**config.mk**
```make
export PLATFORM = sky130hd
export DESIGN_NAME = sc16_core
export DESIGN_NICKNAME = d
export VERILOG_FILES = /design/src/rtl/sc16_pkg.sv /design/src/rtl/sc16_regfile.sv /design/src/rtl/sc16_decode.sv /design/src/rtl/sc16_next_pc.sv /design/src/rtl/sc16_core.sv
export SDC_FILE = /design/constraint.sdc
export NUM_CORES = 1
export LEC_CHECK = 0
export ABC_AREA = 0
export BUFFER_PORTS_ARGS = -buffer_cell sky130_fd_sc_hd__buf_4
export CORE_MARGIN = 4
export CORE_UTILIZATION = 58
export CTS_BUF_LIST = sky130_fd_sc_hd__clkbuf_4
export CTS_CLUSTER_DIAMETER = 80
export DETAILED_ROUTE_END_ITERATION = 6
export HOLD_SLACK_MARGIN = 0.03
export PLACE_DENSITY = 0.8
export SETUP_SLACK_MARGIN = 0.15
export SLEW_MARGIN = 10
export SYNTH_ARGS = -nofsm -noshare
export SYNTH_HDL_FRONTEND = slang
export SYNTH_SLANG_ARGS = --single-unit
```
**constraint.sdc**
```tcl
create_clock -name clk -period 5.63 [get_ports clk]
set_clock_uncertainty 0.1 [all_clocks]
set_input_delay 0.563 -clock clk [delete_from_list [all_inputs] [get_ports clk]]
set_output_delay 0.563 -clock clk [all_outputs]
set_load 0.03 [all_outputs]
```
**src/rtl/sc16_pkg.sv**
```systemverilog
package sc16_pkg;
  localparam int unsigned WORD_W  = 16;
  localparam int unsigned INSTR_W = 16;
  localparam int unsigned REG_N   = 16;
  localparam int unsigned REG_AW  = $clog2(REG_N);
  localparam int unsigned IMM_S_W = 8;
  localparam int unsigned IMM_L_W = 12;
  localparam int unsigned LINK_REG = 1;

  typedef enum logic [3:0] {
    OP_ADD  = 4'h0, OP_SUB  = 4'h1, OP_LW   = 4'h2, OP_SW   = 4'h3,
    OP_AND  = 4'h4, OP_OR   = 4'h5, OP_NOT  = 4'h6, OP_SPR7 = 4'h7,
    OP_ADDI = 4'h8, OP_LDHI = 4'h9, OP_BZ   = 4'hA, OP_BNZ  = 4'hB,
    OP_SPRC = 4'hC, OP_JAL  = 4'hD, OP_JR   = 4'hE, OP_J    = 4'hF
  } opcode_e;

  typedef enum logic [2:0] {WB_ALU, WB_MEM, WB_LINK, WB_ADDI, WB_LDHI} wb_sel_e;
  typedef enum logic [2:0] {NPC_SEQ, NPC_BZ, NPC_BNZ, NPC_REL8, NPC_REL12, NPC_REG} npc_sel_e;

  typedef struct packed {
    opcode_e              op;
    logic [REG_AW-1:0]    rd;
    logic [REG_AW-1:0]    rs;
    logic [REG_AW-1:0]    rt;
    logic [IMM_S_W-1:0]   imm8;
    logic [IMM_L_W-1:0]   imm12;
    logic                 wb_en;
    logic                 link;
    wb_sel_e              wb_sel;
    npc_sel_e             npc_sel;
    logic                 mem_we;
  } ctrl_t;

  function automatic logic [WORD_W-1:0] sext8(input logic [IMM_S_W-1:0] v);
    return {{(WORD_W-IMM_S_W){v[IMM_S_W-1]}}, v};
  endfunction

  function automatic logic [WORD_W-1:0] sext12(input logic [IMM_L_W-1:0] v);
    return {{(WORD_W-IMM_L_W){v[IMM_L_W-1]}}, v};
  endfunction

  function automatic logic [WORD_W-1:0] alu_calc(input opcode_e op,
                                                 input logic [WORD_W-1:0] a,
                                                 input logic [WORD_W-1:0] b);
    case (op)
      OP_SUB:  return a - b;
      OP_AND:  return a & b;
      OP_OR:   return a | b;
      OP_NOT:  return ~a;
      default: return a + b;
    endcase
  endfunction

  function automatic logic [WORD_W-1:0] high_merge(input logic [IMM_S_W-1:0] imm,
                                                   input logic [WORD_W-1:0] old);
    return {imm, old[WORD_W-IMM_S_W-1:0]};
  endfunction
endpackage

```
**src/rtl/sc16_regfile.sv**
```systemverilog
module sc16_regfile #(
  parameter int unsigned NREG = 16,
  parameter int unsigned W    = 16,
  localparam int unsigned AW  = $clog2(NREG)
) (
  input  logic          clk,
  input  logic          we,
  input  logic [AW-1:0] waddr,
  input  logic [W-1:0]  wdata,
  input  logic [AW-1:0] ra_a,
  input  logic [AW-1:0] ra_b,
  input  logic [AW-1:0] ra_c,
  output logic [W-1:0]  rd_a,
  output logic [W-1:0]  rd_b,
  output logic [W-1:0]  rd_c
);
  // entry 0 has no storage: it is a constant zero
  logic [W-1:0] regs [1:NREG-1];

  always_ff @(posedge clk) begin
    if (we && waddr != '0) regs[waddr] <= wdata;
  end

  function automatic logic [W-1:0] rd_port(input logic [AW-1:0] a);
    if (a == '0) return '0;
    return regs[a];
  endfunction

  assign rd_a = rd_port(ra_a);
  assign rd_b = rd_port(ra_b);
  assign rd_c = rd_port(ra_c);
endmodule

```
**src/rtl/sc16_decode.sv**
```systemverilog
module sc16_decode
  import sc16_pkg::*;
(
  input  logic [INSTR_W-1:0] instr,
  output ctrl_t              ctrl
);
  always_comb begin
    ctrl.op      = opcode_e'(instr[15:12]);
    ctrl.rd      = instr[11:8];
    ctrl.rs      = instr[7:4];
    ctrl.rt      = instr[3:0];
    ctrl.imm8    = instr[7:0];
    ctrl.imm12   = instr[11:0];
    ctrl.wb_en   = 1'b0;
    ctrl.link    = 1'b0;
    ctrl.wb_sel  = WB_ALU;
    ctrl.npc_sel = NPC_SEQ;
    ctrl.mem_we  = 1'b0;
    unique case (ctrl.op)
      OP_ADD, OP_SUB, OP_AND, OP_OR, OP_NOT: ctrl.wb_en = 1'b1;
      OP_LW:   begin ctrl.wb_en = 1'b1; ctrl.wb_sel = WB_MEM;  end
      OP_SW:   ctrl.mem_we = 1'b1;
      OP_ADDI: begin ctrl.wb_en = 1'b1; ctrl.wb_sel = WB_ADDI; end
      OP_LDHI: begin ctrl.wb_en = 1'b1; ctrl.wb_sel = WB_LDHI; end
      OP_BZ:   ctrl.npc_sel = NPC_BZ;
      OP_BNZ:  ctrl.npc_sel = NPC_BNZ;
      OP_JAL:  begin
        ctrl.wb_en   = 1'b1;
        ctrl.link    = 1'b1;
        ctrl.wb_sel  = WB_LINK;
        ctrl.npc_sel = NPC_REL8;
      end
      OP_JR:   ctrl.npc_sel = NPC_REG;
      OP_J:    ctrl.npc_sel = NPC_REL12;
      default: ;
    endcase
  end
endmodule

```
**src/rtl/sc16_next_pc.sv**
```systemverilog
module sc16_next_pc
  import sc16_pkg::*;
(
  input  logic [WORD_W-1:0]  pc,
  input  npc_sel_e           sel,
  input  logic [WORD_W-1:0]  rd_val,
  input  logic [IMM_S_W-1:0] imm8,
  input  logic [IMM_L_W-1:0] imm12,
  output logic [WORD_W-1:0]  pc_seq,
  output logic               redirect,
  output logic [WORD_W-1:0]  pc_next
);
  logic rd_zero;

  assign pc_seq  = pc + WORD_W'(1);
  assign rd_zero = (rd_val == '0);

  always_comb begin
    unique case (sel)
      NPC_BZ:    redirect = rd_zero;
      NPC_BNZ:   redirect = !rd_zero;
      NPC_REL8, NPC_REL12, NPC_REG: redirect = 1'b1;
      default:   redirect = 1'b0;
    endcase
  end

  always_comb begin
    if (!redirect)              pc_next = pc_seq;
    else if (sel == NPC_REG)    pc_next = rd_val;
    else if (sel == NPC_REL12)  pc_next = pc + sext12(imm12);
    else                        pc_next = pc + sext8(imm8);
  end
endmodule

```
**src/rtl/sc16_core.sv**
```systemverilog
module sc16_core
  import sc16_pkg::*;
#(
  parameter logic [WORD_W-1:0] RESET_PC = '0
) (
  input  logic               clk,
  input  logic               rst,
  output logic [WORD_W-1:0]  imem_addr,
  input  logic [INSTR_W-1:0] imem_data,
  output logic [WORD_W-1:0]  dmem_addr,
  output logic [WORD_W-1:0]  dmem_wdata,
  output logic               dmem_we,
  input  logic [WORD_W-1:0]  dmem_rdata
);
  ctrl_t               ctrl;
  logic [WORD_W-1:0]   pc_q, pc_seq, pc_next;
  logic                redirect;
  logic [WORD_W-1:0]   rs_val, rt_val, rd_val;
  logic [WORD_W-1:0]   alu_y;
  logic                wb_en;
  logic [REG_AW-1:0]   wb_addr;
  logic [WORD_W-1:0]   wb_data;

  sc16_decode dec_i (.instr(imem_data), .ctrl(ctrl));

  sc16_regfile #(.NREG(REG_N), .W(WORD_W)) rf_i (
    .clk(clk), .we(wb_en), .waddr(wb_addr), .wdata(wb_data),
    .ra_a(ctrl.rs), .ra_b(ctrl.rt), .ra_c(ctrl.rd),
    .rd_a(rs_val), .rd_b(rt_val), .rd_c(rd_val)
  );

  sc16_next_pc npc_i (
    .pc(pc_q), .sel(ctrl.npc_sel), .rd_val(rd_val),
    .imm8(ctrl.imm8), .imm12(ctrl.imm12),
    .pc_seq(pc_seq), .redirect(redirect), .pc_next(pc_next)
  );

  assign alu_y = alu_calc(ctrl.op, rs_val, rt_val);

  always_comb begin
    unique case (ctrl.wb_sel)
      WB_MEM:  wb_data = dmem_rdata;
      WB_LINK: wb_data = pc_seq;
      WB_ADDI: wb_data = rd_val + sext8(ctrl.imm8);
      WB_LDHI: wb_data = high_merge(ctrl.imm8, rd_val);
      default: wb_data = alu_y;
    endcase
  end

  assign wb_en   = ctrl.wb_en && !rst;
  assign wb_addr = ctrl.link ? REG_AW'(LINK_REG) : ctrl.rd;

  always_ff @(posedge clk) begin
    if (rst) pc_q <= RESET_PC;
    else     pc_q <= pc_next;
  end

  assign imem_addr  = pc_q;
  assign dmem_addr  = alu_y;
  assign dmem_wdata = rd_val;
  assign dmem_we    = ctrl.mem_we && !rst;
endmodule

```
Word-level counts from Yosys, hierarchy flattened
Memory sizes are Yosys's and may differ from the RTL's.
Index checks and enable logic that the tools add are counted.
Storage, ports and cells
  memories kept: 1
  logic and storage cells: 69
  ROM bits: 0
  bits in registers: 16
  bits in writable memories: 240
  input port bits: 34
  bits in latches: 0
Memory list
  rf_i.regs: depth 15, width 16, read ports 3, clocked after memory_dff 0, write ports 1, RTL line sc16_regfile.sv:18  | logic [W-1:0] regs [1:NREG-1];
Operators by class
  bitwise gates (word level): 3
  div/mod/pow operators: 0
  shifts and indexed selects: 0
  add/sub/neg operators: 6
  reduce and logical (&&, ||, !) cells: 13
  $mul: 0
  muxes and demuxes: 23
  equal/unequal tests: 22
  $lt $le $gt $ge: 0
Operators with widths (number)
  2-to-1 mux 16 bit: 9
  case mux 16 bit (4 select lines): 2
  adder 16 bit: 4
  == test 4 bit, second input constant: 7
  adder 16 x 1 -> 16 bit, second input constant: 1
  AND 16 bit: 1
  zero test 16 bit: 1
  zero test 4 bit: 4
  inverter 16 bit: 1
  OR 16 bit: 1
  subtractor 16 bit: 1
  case mux 3 bit (5 select lines): 1
  == test 3 x 2 -> 1 bit, second input constant: 4
  == test 4 x 3 -> 1 bit, second input constant: 3
  case mux 3 bit (4 select lines): 1
  == test 3 bit, second input constant: 3
  OR reduction 9 bit: 1
  == test 4 x 2 -> 1 bit, second input constant: 2
  2-to-1 mux 1 bit: 8
  == test 3 x 1 -> 1 bit, second input constant: 2
  == test 4 x 1 -> 1 bit, second input constant: 1
  2-to-1 mux 4 bit: 1
  nonzero test 4 bit: 1
  logical AND 1 bit: 3
  other kinds (3): 4

Longest topological paths before layout
Gate-level depths: netlist of the first run.
  depth after elaboration: 7
  depth in mapped cells: 25
  depth with buffers taken out: 21

Cells and area by module
Synthesis of the first run repeated with hierarchy kept, for this count alone.
Unflattened totals
  cells, all modules: 1702
  area, all modules: 18711.7 µm²
Modules (own cells, without submodules)
  sc16_regfile: instances 1, cells each 945, seq. area each 7206.9 µm², area an instance 13319.0 µm²
  sc16_core: instances 1, cells each 473, seq. area each 320.3 µm², area an instance 3427.0 µm²
  sc16_next_pc: instances 1, cells each 230, seq. area each 0.0 µm², area an instance 1555.2 µm²
  sc16_decode: instances 1, cells each 54, seq. area each 0.0 µm², area an instance 410.4 µm²

Worst setup path after synthesis of the first run
OpenSTA, ideal clock, no wires.
  kind: input to register
  start point: input imem_data[0]
  end point: memory rf_i.regs[10][8], data pin
  data arrival time: 5377 ps
  library setup time: 272 ps
  data required time: 5258 ps
  path slack: -119 ps
  stages on the path: 21
  path buffers: 3
  path through: buf_6 > buf_6 > buf_4 > mux4_2 > a22oi_1 > o21ai_1 > inv_1 > ha_1 > nand2_1 > nor2_1 > nor2_1 > xnor2_1 > ha_1 > a211oi_1 > nand2_1 > a21oi_1 > xor2_1 > a22o_1 > a221oi_1 > nor2_1 > nor2_1
On the way
  longest elaborated chain between the ends: 6
  elaborated cells on any way between the ends: 11
Ends and longest elaborated chain
  start: declaration: RTL line sc16_core.sv:9  | input logic [INSTR_W-1:0] imem_data,
  parallel branches: the longest is 2 deep, another holds memory read (15 x 16 bit)
  2-to-1 mux 16 bit *: RTL line sc16_regfile.sv:26  | return regs[a];
  adder 16 bit (tied with other cells): RTL line sc16_pkg.sv:50  | default: return a + b;
  case mux 16 bit (4 select lines) *: RTL line sc16_pkg.sv:45  | case (op)
  named net dmem_addr[8]: RTL line sc16_core.sv:10  | output logic [WORD_W-1:0] dmem_addr,
  case mux 16 bit (4 select lines) *: RTL line sc16_core.sv:41  | unique case (ctrl.wb_sel)
  named net rf_i.wdata[8]: RTL line sc16_regfile.sv:9  | input logic [W-1:0] wdata,
  end: declaration: RTL line sc16_regfile.sv:18
Mark *: on every way through the listed nets, which the timed path passes.

==> results of run 1 <==
cell families after synthesis:
family,share of synthesized area (%)
flip-flops,42.1
multiplexers,22.8
adder cells (fa/ha/maj),4.39
AO/OA/AOI/OAI,12.9
buffers and inverters,3.61
XOR/XNOR,3.24
AND/OR/NAND/NOR,10.9
area by class of cell:
class / count / area share (%)
tap: 390 / 2.37
antenna: 1 / 0.0122
inverter: 25 / 0.456
timing repair buffer: 222 / 8.35
clock inverter: 31 / 0.857
sequential: 256 / 36.5
multi-input combinational: 1100 / 48.1
clock buffer: 90 / 3.28
per-layer routing:
metal  wire, microns  up-vias  global-route usage (%)
li1                -     6321                       -
met1           21000     7309                    47.4
met2           28000     1409                    55.8
met3            9330      260                    11.3
met4            3240        0                    17.0
met5               0        -                       0
report_power, final:
group / total (mW) / switching (mW) / internal (mW)
combinational: 2.10 / 1.28 / 0.817
sequential: 2.35 / 0.0437 / 2.31
clock: 1.64 / 0.797 / 0.842
placed cells by master, fill, tap and decap left out, types with 8 or more instances in the layout:
cell type	count
mux2i_1	68
clkinv_1	23
a21o_1	13
a21oi_2	9
o21ai_0	45
and2_1	13
dfxtp_1	16
a221oi_1	11
ha_1	47
nand2b_1	15
clkbuf_4	90
inv_1	25
o21a_1	11
o211ai_1	9
a22oi_1	33
a31oi_1	8
nand2_1	93
xnor2_1	28
nand3_1	50
xor2_1	38
a21oi_1	86
buf_4	215
nor2_1	117
nor2b_1	11
mux4_2	146
maj3_1	11
nor2_2	18
nor3_1	17
and3_1	17
a211o_1	9
edfxtp_1	240
a211oi_1	28
nand3b_1	18
a22o_1	8
how the worst min path moves through the flow:
stage / slack [ns] / endpoint / start / depth (start not counted)
finish: 0.14 / imem_addr[9] / rst / 2
global route: 0.11 / imem_addr[12] / rst / 2
CTS: 0.08 / imem_addr[9] / rst / 2
detailed placement: 0.64 / imem_addr[9] / imem_addr[9] / 3
global placement: 0.61 / imem_addr[0] / imem_addr[0] / 2
floorplan: 0.68 / imem_addr[4] / imem_addr[4] / 2
registers in the layout, indices dropped and copies added, names as in the netlist:
signal     count
imem_addr     16
rf_i.regs    240
critical path: cells and delay by family, from the launching register on:
kind	cells	cell delay, ns
AOI/OAI and AO/OA	8	1.85
adders and majority gates	1	0.33
muxes	1	0.32
DFF	1	0.44
and+or+nand+nor	1	0.12
xor gates and xnor gates	2	0.37
buffers and inverters	4	0.65
per-stage QoR:
stage	hold slack (ns)	cell area, sq um
after floorplan	0.679	17900
after global routing	0.106	20600
after CTS	0.0839	20400
final	0.138	20600
after global placement	0.612	19500
after detailed placement	0.642	19500
repair_timing:
item / CTS / global route
endpoints found under the setup margin: 7 / 10
hold buffers: 0 / 0
gates resized for setup: 14 / 21
pin swaps: 11 / 21
setup buffers: 10 / 11
endpoints found under the hold margin: 0 / 0
==> out/qor.txt, run 1 <==
status = finished, violations left
failing checks = design-rule violations
row count = 63
cell mode on critical path = buf_4
Setup crit start = rf_i.regs[3][1]
area leader, netlist = edfxtp_1
Num Clock Sinks = 256
Die Y = 183 microns
Hold WC Path Type = input pin to flip-flop
via count = 15,300
clk buf depth = 3
Final Hold Viols = 0
syn_area_per_cell = 12.0 sq um
R2R depth = 17
placed cells = 1,972
CTS tree = built
Cell variety after synth = 74
share of layout cells above drive strength 1 = 31.8%
most common library cells after synthesis = edfxtp_1, mux4_2, nor2_1
I/O Buffers = 82
top post-synthesis cells by area = edfxtp_1, mux4_2, mux2i_1
Slowest cell on crit path = o41a_1
count leader, synth = edfxtp_1
number of nets in the layout = 1,758
drt via density = 7.23
min cycle time layout = 5.42 ns
MaxCap Viol Count = 0
worst-case vdd ir drop = 176 uV
EDFF count, synth = 240
post-synthesis sequential area ratio = 42.1%
data required time of the worst path = 4.97 ns
worst setup slack after layout = 0.214 ns
number of filler cells placed in the layout = 2,153
Async S/R FF share, synth = 0%
synthesized flop and latch total = 256
Critical Path AT = 4.75 ns
Worst Path Max Fanout = 3
Max Freq = 185 MHz
Detailed Routing Iterations Pass 1 = 7
DP Worst Slack = -0.0944 ns
area growth from synthesis to layout = 15.3%
area share of the leading cell type in the synthesized netlist = 40.3%
max_slew headroom = 22.2%
RSZ-0062 raised after global routing = true
DR iter-0 viols = 2,245
first-pass GRT wire length = 91,600 microns
final setup vio count = 0
Synthesized Nets = 1,569
largest net degree at the start of global routing = 44
worst-margin pin slew = 1.16 ns
Final Util = 68.6%
critical path class = flip-flop to output pin
Reg-to-Reg Start = rf_i.regs[7][1]
CP endpoint = dmem_addr[9]
CTS buffer count = 67
Syn Inst Count = 1,483
post-DR wirelength/cell = 29.1 microns
Warnings, synthesis = 0
Initial Utilization = 59.5%
clk_lat worst skew = 0.72 ns
R2R Setup Slk = 0.56 ns
htree depth = 3
chip width = 183 microns
DR DRC count = 14
clock slew at reported path FFs = 0.07 ns
final WL = 61,600 microns
die area = 33,700 sq um
core area = 30,000 sq um
GRT Residual Overflow = 0
Ports = 83
Pwr Density = 296 nW/um^2
crit end category = output pin
clk root buf = clkbuf_4
non-filler cells, final = 2,115
multi-input logic area = 9910 sq um
Main synth FF type = edfxtp_1
GRT Total Usage = 36.2%
post-DP HPWL = 42,600 microns
TNS Setup = 0 ns
initial antenna violation count = 1
max-slew violations = 0
total power = 6.09 mW
FF-to-FF End = rf_i.regs[5][12]
leakage = 7.65 nW
Detail Route Antenna Nets = 0
max incr delay on CP = 0.48 ns
RD Place Congestion = 1.01
Final Cycle Share = 96.2%
register area = 7530 sq um
number of global-route vias before repair = 14,900
Synth Cell Area = 17,900 sq um
Cell Chain, Critical Path = mux2_1 -> a22oi_1 -> nand2_2 -> o41a_1 -> buf_4 -> o41a_1 -> xnor2_1 -> ha_1 -> o21a_1 -> o211ai_1 -> buf_4 -> a21boi_0 -> xor2_1 -> a21oi_1 -> o211ai_1 -> buf_4 -> buf_4
CP Launch Type = flip-flop
Note: power is estimated with default switching activity, not from simulation.
==> run 2: changes to the inputs <==
--- a/config.mk
+++ b/config.mk
@@ -8,12 +8,13 @@
 export ABC_AREA = 0
 export BUFFER_PORTS_ARGS = -buffer_cell sky130_fd_sc_hd__buf_4
 export CORE_MARGIN = 4
-export CORE_UTILIZATION = 58
+export CORE_UTILIZATION = 35
 export CTS_BUF_LIST = sky130_fd_sc_hd__clkbuf_4
 export CTS_CLUSTER_DIAMETER = 80
 export DETAILED_ROUTE_END_ITERATION = 6
+export GPL_TIMING_DRIVEN = 0
 export HOLD_SLACK_MARGIN = 0.03
-export PLACE_DENSITY = 0.8
+export PLACE_DENSITY = 0.53
 export SETUP_SLACK_MARGIN = 0.15
 export SLEW_MARGIN = 10
 export SYNTH_ARGS = -nofsm -noshare
==> out/qor.txt, run 2 (synthesis gave the netlist of run 1 again) <==
clk root buf = clkbuf_4
Hold WC Path Type = input pin to flip-flop
Pint = 4.08 mW (+2.8%)
final WL = 75,200 microns (+22%)
Hold Path Cell Cnt = 4 (+2)
R2R depth = 20 (+3)
clock slew at reported path FFs = 0.06 ns (about the same)
critical path class = input pin to output pin
share of layout cells above drive strength 1 = 33.8% (+1.9 points)
FF-to-FF End = rf_i.regs[1][8]
Worst Path Max Fanout = 10 (+7)
worst-margin pin slew = 1.11 ns (-0.0501 ns)
DR DRC count = 1 (-13)
GRT Total Usage = 26.8% (-9.5 points)
crit end category = output pin
DP Worst Slack = -1.89 ns (-1.79 ns)
Final Util = 43.3% (-25 points)
post-DP HPWL = 53,500 microns (+26%)
Reg-to-Reg Start = rf_i.regs[7][1]
max FFs per register = 240 (unchanged)
CTS buffer count = 74 (+10%)
max_slew headroom = 25.6% (+3.4 points)
CP Launch Type = input pin
data required time of the worst path = 4.97 ns (about the same)
max-slew violations = 0 (unchanged)
chip width = 234 microns (+27%)
R2R Setup Slk = 0.36 ns (-0.20 ns)
commonest non-fill, non-tap cell in the layout = edfxtp_1
row count = 82 (+30%)
reported net switching power = 2.36 mW (+11%)
I/O Buffers = 79 (-3.7%)
final setup vio count = 1 (+1)
min cycle time layout = 5.64 ns (+0.229 ns)
Pwr Density = 296 nW/um^2 (about the same)
core area = 50,300 sq um (+67%)
leakage = 7.88 nW (+3.1%)
largest net degree at the start of global routing = 17 (-61%)
die area = 54,700 sq um (+63%)
area growth from synthesis to layout = 21.9%
Critical Path AT = 4.98 ns (+0.23 ns)
CTS tree = built
hold slack final = 0.296 ns (+0.158 ns)
htree depth = 3 (unchanged)
Flop pwr share = 36.5% (-2.1 points)
Clk pwr share = 27.3% (+0.4 points)
most frequent cells in the layout = edfxtp_1, buf_4, mux4_2
worst-case vdd ir drop = 142 uV (-19%)
RSZ-0062 raised after global routing = true
clk buf depth = 3 (unchanged)
worst setup slack after layout = -0.0146 ns (-0.229 ns)
GRT Residual Overflow = 0 (unchanged)
TNS Setup = -0.0146 ns (-0.0146 ns)
Detail Route Antenna Nets = 0 (unchanged)
first-pass GRT wire length = 105,000 microns (+14%)
drt via density = 6.33 (-12%)
Die Y = 234 microns (+27%)
DR iter-0 viols = 2,220 (-1.1%)
sw frac = 36.6% (+1.7 points)
number of nets in the layout = 1,804 (+2.6%)
initial antenna violation count = 5 (+4)
via count = 15,500 (+1.0%)
post-DR wirelength/cell = 30.8 microns (+5.9%)
hold bufs inserted after CTS = 0 (unchanged)
failing checks = design-rule violations, negative setup slack
Logic pwr share = 36.1% (+1.6 points)
Hold Path End = imem_addr[0]
MaxCap Viol Count = 0 (unchanged)
Initial Utilization = 35.5% (-24 points)
Final Hold Viols = 0 (unchanged)
status = finished, violations left
clk_lat worst skew = 0.82 ns (+0.10 ns)
Max Freq = 177 MHz (-4.0%)
RD Place Congestion = 0.963 (-5.1%)
min-delay src = imem_data[0]
number of global-route vias before repair = 14,900 (-0.28%)
Final Cycle Share = 100% (+4.1 points)
Biggest register = rf_i.regs
Detailed Routing Iterations Pass 1 = 7 (unchanged)
Num Clock Sinks = 256 (unchanged)
Ports = 83 (unchanged)
==> run 2: changes by cell type in the layout (fill, tap and decap cells not counted), sizes merged <==
cell	change
diode	+1
clkinv	-8
clkdlybuf4s15	+3
buf	-18
clkinvlp	+1
clkbuf	+66
bufinv	-1
==> run 2: metrics by stage <==
stage	cell area, sq um	power, mW	std cells
after CTS	21300	6.25	2402
after global placement	19300	4.33	2234
after detailed placement	19700	4.38	2247
after floorplan	17900	3.64	1483
after global routing	21800	6.67	2441
final	21800	6.44	2441
==> run 2: power by group through the flow <==
| stage | Sequential (mW) | Combinational, mW | Clock, mW |
|---|---|---|---|
| global placement | 2.39 | 1.94 | 0 |
| global route | 2.35 | 2.43 | 1.88 |
| detailed placement | 2.39 | 1.99 | 0 |
| finish | 2.35 | 2.33 | 1.76 |
| CTS | 2.35 | 2.12 | 1.78 |
| floorplan | 2.40 | 1.24 | 0 |
==> run 2: how the worst max path moves through the flow <==
stage | from | to | cells past startpoint
after CTS | rf_i.regs[6][1] | dmem_addr[15] | 18
final | imem_data[1] | dmem_addr[14] | 25
after detailed placement | imem_data[2] | rf_i.regs[15][15] | 22
after global placement | imem_data[1] | rf_i.regs[5][15] | 23
after global routing | rf_i.regs[7][1] | dmem_addr[15] | 20
after floorplan | imem_data[0] | dmem_addr[15] | 22
==> run 2: repair_timing <==
action	in CTS	in global routing
gates resized for setup	115	63
pin swaps	25	41
setup buffers	30	37
endpoints found under the setup margin	209	74
==> run 2: final cells by class <==
type / instances / area [sq um]
diodes: 2 / 5.00
plain buffers: 102 / 728
clock buffers: 102 / 766
clock inverters: 23 / 138
fillers: 4743 / 28500
inverters: 25 / 93.8
multi-input cells: 1100 / 10200
flip-flops and latches: 256 / 7530
well taps: 672 / 841
repair buffers: 159 / 1440
==> run 2: worst max-delay path: stages <==
cell	delay, ns
buf_4	0.12
buf_4	0.22
buf_6	0.25
clkbuf_8	0.24
mux4_2	0.31
a22oi_2	0.20
o21ai_2	0.13
inv_2	0.12
ha_4	0.17
nand2_4	0.06
nor2_4	0.15
nor2_2	0.06
xnor2_2	0.15
ha_1	0.37
buf_4	0.16
o21a_1	0.12
o21a_1	0.21
nand3_1	0.11
a21oi_2	0.06
o31a_1	0.32
a21o_1	0.18
a21oi_2	0.13
xor2_1	0.18
o221ai_2	0.16
buf_6	0.19
==> run 2: routing by layer <==
layer	track usage [%]	share of wire, %	vias up
met5	0	0.021	-
met4	12.1	5.1	2
met3	6.96	11	249
met2	41.1	44	998
met1	35.8	39	7784
li1	-	-	6424
